==> src/rtl/pinirq_pkg.sv <==
package pinirq_pkg;

  typedef enum logic [1:0] {
    REG_CTRL   = 2'd0,
    REG_SELECT = 2'd1,
    REG_POLAR  = 2'd2,
    REG_PULLEN = 2'd3
  } reg_addr_e;

  localparam int unsigned CTRL_ACK_BIT  = 0;
  localparam int unsigned CTRL_IE_BIT   = 1;
  localparam int unsigned CTRL_FLAG_BIT = 2;

endpackage

==> src/rtl/pinirq_sync.sv <==
module pinirq_sync #(
  parameter int unsigned W      = 8,
  parameter int unsigned STAGES = 2
) (
  input  logic         clk,
  input  logic         rst_n,
  input  logic [W-1:0] din,
  output logic [W-1:0] dout
);
  logic [W-1:0] chain_q [STAGES];

  always_ff @(posedge clk or negedge rst_n) begin
    if (!rst_n) begin
      for (int s = 0; s < STAGES; s++) chain_q[s] <= '0;
    end else begin
      chain_q[0] <= din;
      for (int s = 1; s < STAGES; s++) chain_q[s] <= chain_q[s-1];
    end
  end

  assign dout = chain_q[STAGES-1];
endmodule

==> src/rtl/pinirq_edge.sv <==
module pinirq_edge #(
  parameter int unsigned W = 8
) (
  input  logic         clk,
  input  logic         rst_n,
  input  logic [W-1:0] level,
  input  logic [W-1:0] sel,
  input  logic [W-1:0] pol,
  output logic [W-1:0] hit,
  output logic         any_hit
);
  logic [W-1:0] prev_q;

  function automatic logic [W-1:0] edge_vec(input logic [W-1:0] cur,
                                            input logic [W-1:0] prv,
                                            input logic [W-1:0] p,
                                            input logic [W-1:0] s);
    logic [W-1:0] rise, fall;
    rise = cur & ~prv;
    fall = ~cur & prv;
    return s & ((p & rise) | (~p & fall));
  endfunction

  always_ff @(posedge clk or negedge rst_n) begin
    if (!rst_n) prev_q <= '0;
    else        prev_q <= level;
  end

  assign hit     = edge_vec(level, prev_q, pol, sel);
  assign any_hit = |hit;
endmodule

==> src/rtl/pinirq_regs.sv <==
module pinirq_regs
  import pinirq_pkg::*;
#(
  parameter int unsigned W = 8
) (
  input  logic         clk,
  input  logic         rst_n,
  input  logic [1:0]   addr,
  input  logic         we,
  input  logic [W-1:0] wdata,
  input  logic         any_hit,
  output logic [W-1:0] sel_q,
  output logic [W-1:0] pol_q,
  output logic [W-1:0] pen_q,
  output logic         ie_q,
  output logic         flag_q,
  output logic         ack_wr,
  output logic [W-1:0] rdata
);
  reg_addr_e    a;
  logic         flag_nxt;
  logic [W-1:0] ctrl_view;

  assign a      = reg_addr_e'(addr);
  assign ack_wr = we && (a == REG_CTRL) && wdata[CTRL_ACK_BIT];

  function automatic logic next_flag(input logic cur, input logic set,
                                     input logic clr);
    if (set)      return 1'b1;
    else if (clr) return 1'b0;
    else          return cur;
  endfunction

  assign flag_nxt = next_flag(flag_q, any_hit, ack_wr);

  always_ff @(posedge clk or negedge rst_n) begin
    if (!rst_n) begin
      sel_q  <= '0;
      pol_q  <= '0;
      pen_q  <= '0;
      ie_q   <= 1'b0;
      flag_q <= 1'b0;
    end else begin
      flag_q <= flag_nxt;
      if (we) begin
        unique case (a)
          REG_CTRL:   ie_q  <= wdata[CTRL_IE_BIT];
          REG_SELECT: sel_q <= wdata;
          REG_POLAR:  pol_q <= wdata;
          REG_PULLEN: pen_q <= wdata;
          default:    ;
        endcase
      end
    end
  end

  always_comb begin
    ctrl_view                = '0;
    ctrl_view[CTRL_IE_BIT]   = ie_q;
    ctrl_view[CTRL_FLAG_BIT] = flag_q;
  end

  always_comb begin
    unique case (a)
      REG_CTRL:   rdata = ctrl_view;
      REG_SELECT: rdata = sel_q;
      REG_POLAR:  rdata = pol_q;
      REG_PULLEN: rdata = pen_q;
      default:    rdata = '0;
    endcase
  end
endmodule

==> src/rtl/pinirq_pull.sv <==
module pinirq_pull #(
  parameter int unsigned W = 8
) (
  input  logic [W-1:0] sel,
  input  logic [W-1:0] pol,
  input  logic [W-1:0] pen,
  output logic [W-1:0] pu,
  output logic [W-1:0] pd
);
  for (genvar i = 0; i < W; i++) begin : g_pin
    logic on;
    assign on    = sel[i] & pen[i];
    assign pu[i] = on & ~pol[i];
    assign pd[i] = on &  pol[i];
  end
endmodule

==> src/rtl/pinirq_ctrl.sv <==
module pinirq_ctrl #(
  parameter int unsigned W           = 8,
  parameter int unsigned SYNC_STAGES = 2
) (
  input  logic         clk,
  input  logic         rst_n,
  input  logic [W-1:0] pin_in,
  input  logic [1:0]   reg_addr,
  input  logic         reg_we,
  input  logic [W-1:0] reg_wdata,
  output logic [W-1:0] reg_rdata,
  output logic         irq_req,
  output logic [W-1:0] pull_up,
  output logic [W-1:0] pull_down
);
  logic [W-1:0] pin_sync;
  logic [W-1:0] edge_hit;
  logic         any_edge;
  logic [W-1:0] sel_q, pol_q, pen_q;
  logic         ie_q, flag_q, ack_wr;

  pinirq_sync #(.W(W), .STAGES(SYNC_STAGES)) u_sync (
    .clk(clk), .rst_n(rst_n), .din(pin_in), .dout(pin_sync)
  );

  pinirq_edge #(.W(W)) u_edge (
    .clk(clk), .rst_n(rst_n), .level(pin_sync), .sel(sel_q), .pol(pol_q),
    .hit(edge_hit), .any_hit(any_edge)
  );

  pinirq_regs #(.W(W)) u_regs (
    .clk(clk), .rst_n(rst_n), .addr(reg_addr), .we(reg_we),
    .wdata(reg_wdata), .any_hit(any_edge), .sel_q(sel_q), .pol_q(pol_q),
    .pen_q(pen_q), .ie_q(ie_q), .flag_q(flag_q), .ack_wr(ack_wr),
    .rdata(reg_rdata)
  );

  pinirq_pull #(.W(W)) u_pull (
    .sel(sel_q), .pol(pol_q), .pen(pen_q), .pu(pull_up), .pd(pull_down)
  );

  assign irq_req = flag_q & ie_q;
endmodule

==> config.mk <==
export PLATFORM = sky130hd
export DESIGN_NAME = pinirq_ctrl
export DESIGN_NICKNAME = d
export VERILOG_FILES = /design/src/rtl/pinirq_pkg.sv /design/src/rtl/pinirq_sync.sv /design/src/rtl/pinirq_edge.sv /design/src/rtl/pinirq_regs.sv /design/src/rtl/pinirq_pull.sv /design/src/rtl/pinirq_ctrl.sv
export SDC_FILE = /design/constraint.sdc
export NUM_CORES = 1
export LEC_CHECK = 0
export BUFFER_PORTS_ARGS = -buffer_cell sky130_fd_sc_hd__buf_2
export CAP_MARGIN = 20
export CORE_UTILIZATION = 57
export DETAILED_ROUTE_END_ITERATION = 7
export PLACE_DENSITY = 0.89
export REMOVE_ABC_BUFFERS = 1
export SYNTH_ARGS = -nofsm -noshare
export SYNTH_HDL_FRONTEND = slang
export SYNTH_SLANG_ARGS = --single-unit
==> constraint.sdc <==
create_clock -name clk -period 3.28 [get_ports clk]
set_input_delay 0.328 -clock clk [delete_from_list [all_inputs] [get_ports clk]]
set_output_delay 0.328 -clock clk [all_outputs]
set_load 0.03 [all_outputs]
==> summary.txt <==
Clocking
  • H-Tree Depth: 2
  • CTS Root Cell: clkbuf_8
  • Worst skew pair latency: 300 ps
  • Setup repair bufs after CTS: 0
  • CTS max path bufs: 2
  • CTS clock-pin slew for the worst setup and hold paths: 80 ps
  • Clock tree sinks: 50
  • CTS tree: done
  • Num CTS Buffers: 5

Global route
  • Vias in the first global route: 1391
  • Largest net degree at the start of global routing: 51
  • Initial antenna violation count: 0
  • Total track usage: 22.9%
  • Grt ovf: 0
  • First-pass GRT wire length: 6710 microns

Outcome
  • Status: complete, no violations

Hold path
  • Critical hold path startpoint: pin_in[5]
  • Min-delay worst type: input port to flip-flop

Timing
  • Setup TNS: 0 ps
  • Min Clock Period, post-route: 1790 ps
  • Fmax: 557 MHz
  • Unrepaired setup endpoints after global routing: false
  • Final Hold Fails: 0
  • Final worst path period share: 54.7%
  • Slew @ Worst Pin: 378 ps
  • Final setup fails: 0
  • Slew Limit Fails: 0
  • Final setup skew: 4.94 ps
  • Slew margin rel.: 74.8%

Routing
  • DRC Markers: 0
  • Post-Route WL: 4030 microns
  • Post-DRT Antenna Nets: 0
  • Via count: 1396
  • Initial DRC count: 80
  • WL per Instance: 16.3 microns
  • Pre-Repair DR Iteration Count: 4
  • Via-to-Cell Ratio: 5.65

Power
  • Lkg Pwr: 1.20 nW
  • Int Power: 0.000992 W
  • Clock power share: 22.7%
  • Switching pwr: 0.000451 W
  • Sequential power share: 53.3%
  • Max rail drop VDD: 356 uV
  • Logic pwr share: 24.1%
  • PD cells: 582 nW/um^2
  • Switching share of power: 31.3%

Critical path
  • CP Max Fanout: 13
  • CP Launch Type: input port
  • WP data arrival: 1470 ps
  • Kind of critical path: input port to output pin
  • CP Capture Type: output pin
  • Setup crit start: reg_addr[0]
  • Critical R2R Launch: u_regs.sel_q[5]
  • Critical path data required time: 2950 ps

Logic synthesis
  • Cell taking the most area after synthesis: dfrtp_1
  • Syn_area_per_cell: 14.2 sq um
  • Async SR Flop Fraction: 100%
  • Sequential element share of the synthesized area: 59.2%
  • Compound-Gate Fraction of Synth Area: 5.03%
  • Synth Register Bits: 50
  • Leading post-synthesis cells by cell area: dfrtp_1 (59%), mux2_2 (15%), mux4_1 (2.5%)
  • Mapped Cells: 149
  • Synth Warn #: 0
  • XOR/XNOR Fraction of Synth Area: 0%
  • Post-Synthesis Cell Area: 2110 sq um
  • Top cell type's share of synthesized area: 59.2%
  • Yosys cell types: 25
  • Post-synthesis mux area share: 19.4%
  • Post-Synth Simple-Gate Area: 15.3%
  • Top FF cell, synth: dfrtp_1
  • Post-synth EDFFs: 0
  • Post-Synth Adder-Cell Area: 0%
  • Combinational family with the most area after synthesis: multiplexers

Floorplan
  • Die Area: 3960 sq um
  • Core ar.: 3440 sq um
  • IO Count: 46
  • Die Width: 62.9 microns
  • Chip height: 62.9 microns
  • Std cell rows: 21
  • Initial core utilization: 61.4%

Finish
  • Layout net count: 222
  • Layout Utilization: 72.0%
  • Layout cells sized above 1: 44.3%
  • Diode count: 0
  • P&R area growth vs syn: 17.3%

Placed design
  • PortBufs: 45
  • Placer congestion estimate: 0.779
  • DPL Wire Length: 2870 microns

Job
  • Max_cap viols: 0
-- cells by family (layout without fill, tap and decap cells) --
family	Yosys count	in the layout
AOI/OAI and AO/OA	14	14
buffers and inverters	2	54
DFF	50	50
muxes	33	33
and+or+nand+nor	50	50
-- power by group through the flow --
stage,sequential [W],clock [W],combinational (W)
6_report,0.000768,0.000327,0.000347
3_5_place_dp,0.000779,0,0.000345
5_1_grt,0.000781,0.000357,0.000371
3_3_place_gp,0.000769,0,0.000335
4_1_cts,0.000767,0.000336,0.000348
2_1_floorplan,0.000755,0,0.000248
-- path summary, 6_finish.rpt --
kind	endpoint	slack, ps	cells past startpoint
worst max-delay path	reg_rdata[4]	1490	4
max in group asynchronous	u_regs.pol_q[1]	2430	3
worst max register to register	u_regs.flag_q	1900	4
worst min register to register	u_sync.dout[5]	350	0
min in group asynchronous	u_edge.prev_q[5]	380	2
worst min-delay path	u_sync.chain_q[13]	130	1
-- registers in the layout (all words and copies together), names as in the netlist --
register / cells
u_edge.prev_q: 8
u_regs.flag_q: 1
u_regs.ie_q: 1
u_regs.pen_q: 8
u_regs.pol_q: 8
u_regs.sel_q: 8
u_sync.chain_q: 8
u_sync.dout: 8
-- metrics by stage --
step | setup slack, ps | power (W) | instance area (sq um) | instances | hold slack, ps
2_1_floorplan | 1900 | 0.00100 | 2090 | 147 | 32.4
3_3_place_gp | 1520 | 0.00110 | 2370 | 238 | 333
3_5_place_dp | 1490 | 0.00112 | 2370 | 238 | 337
4_1_cts | 1490 | 0.00145 | 2450 | 245 | 123
5_1_grt | 1440 | 0.00151 | 2480 | 247 | 122
6_report | 1490 | 0.00144 | 2480 | 247 | 126
-- critical path, cell delays in order --
cell and delay (ps):
buf_2 320, nor2b_2 410, a22o_1 200, buf_2 190
-- cells in the final DEF, fill, tap and decap left out, drive strengths merged --
master       instances
and4b                1
nor2                 8
clkbuf               7
buf                 46
and4bb               2
nand3b               2
nand2               14
nand4b               2
and3                 9
mux2                31
dfrtp               50
nand3                1
dlygate4sd3          1
and2                 1
nor2b                1
a22oi                3
a22o                 6
nand2b               5
mux4                 2
nor3b                1
o22ai                5
nor4bb               1
nand4                1
nor4                 1
-- cell usage after synthesis, drive strengths merged, types with 3 or more instances --
cell / number
dfrtp: 50
mux2: 31
nand2: 14
and3: 9
nor2: 8
a22o: 6
nand2b: 5
o22ai: 5
a22oi: 3
-- cell type report --
class,instances,area (sq um)
well taps,46,57.6
repair buffers,47,255
fillers,234,962
flip-flops and latches,50,1250
clock buffers,7,76.3
multi-input cells,97,840
-- per-layer routing --
layer | global-route usage, % | vias up | routed length (microns)
li1 | - | 656 | -
met1 | 27.7 | 695 | 1660
met2 | 39.8 | 40 | 2130
met3 | 5.66 | 5 | 183
met4 | 7.85 | 0 | 58
met5 | 0 | - | 0
-- what timing repair did --
item                                   CTS  global route
endpoints found under the hold margin    0             6
hold buffers                             0             1
gates resized for setup                  0             0
(Power assumes the default switching activity.)
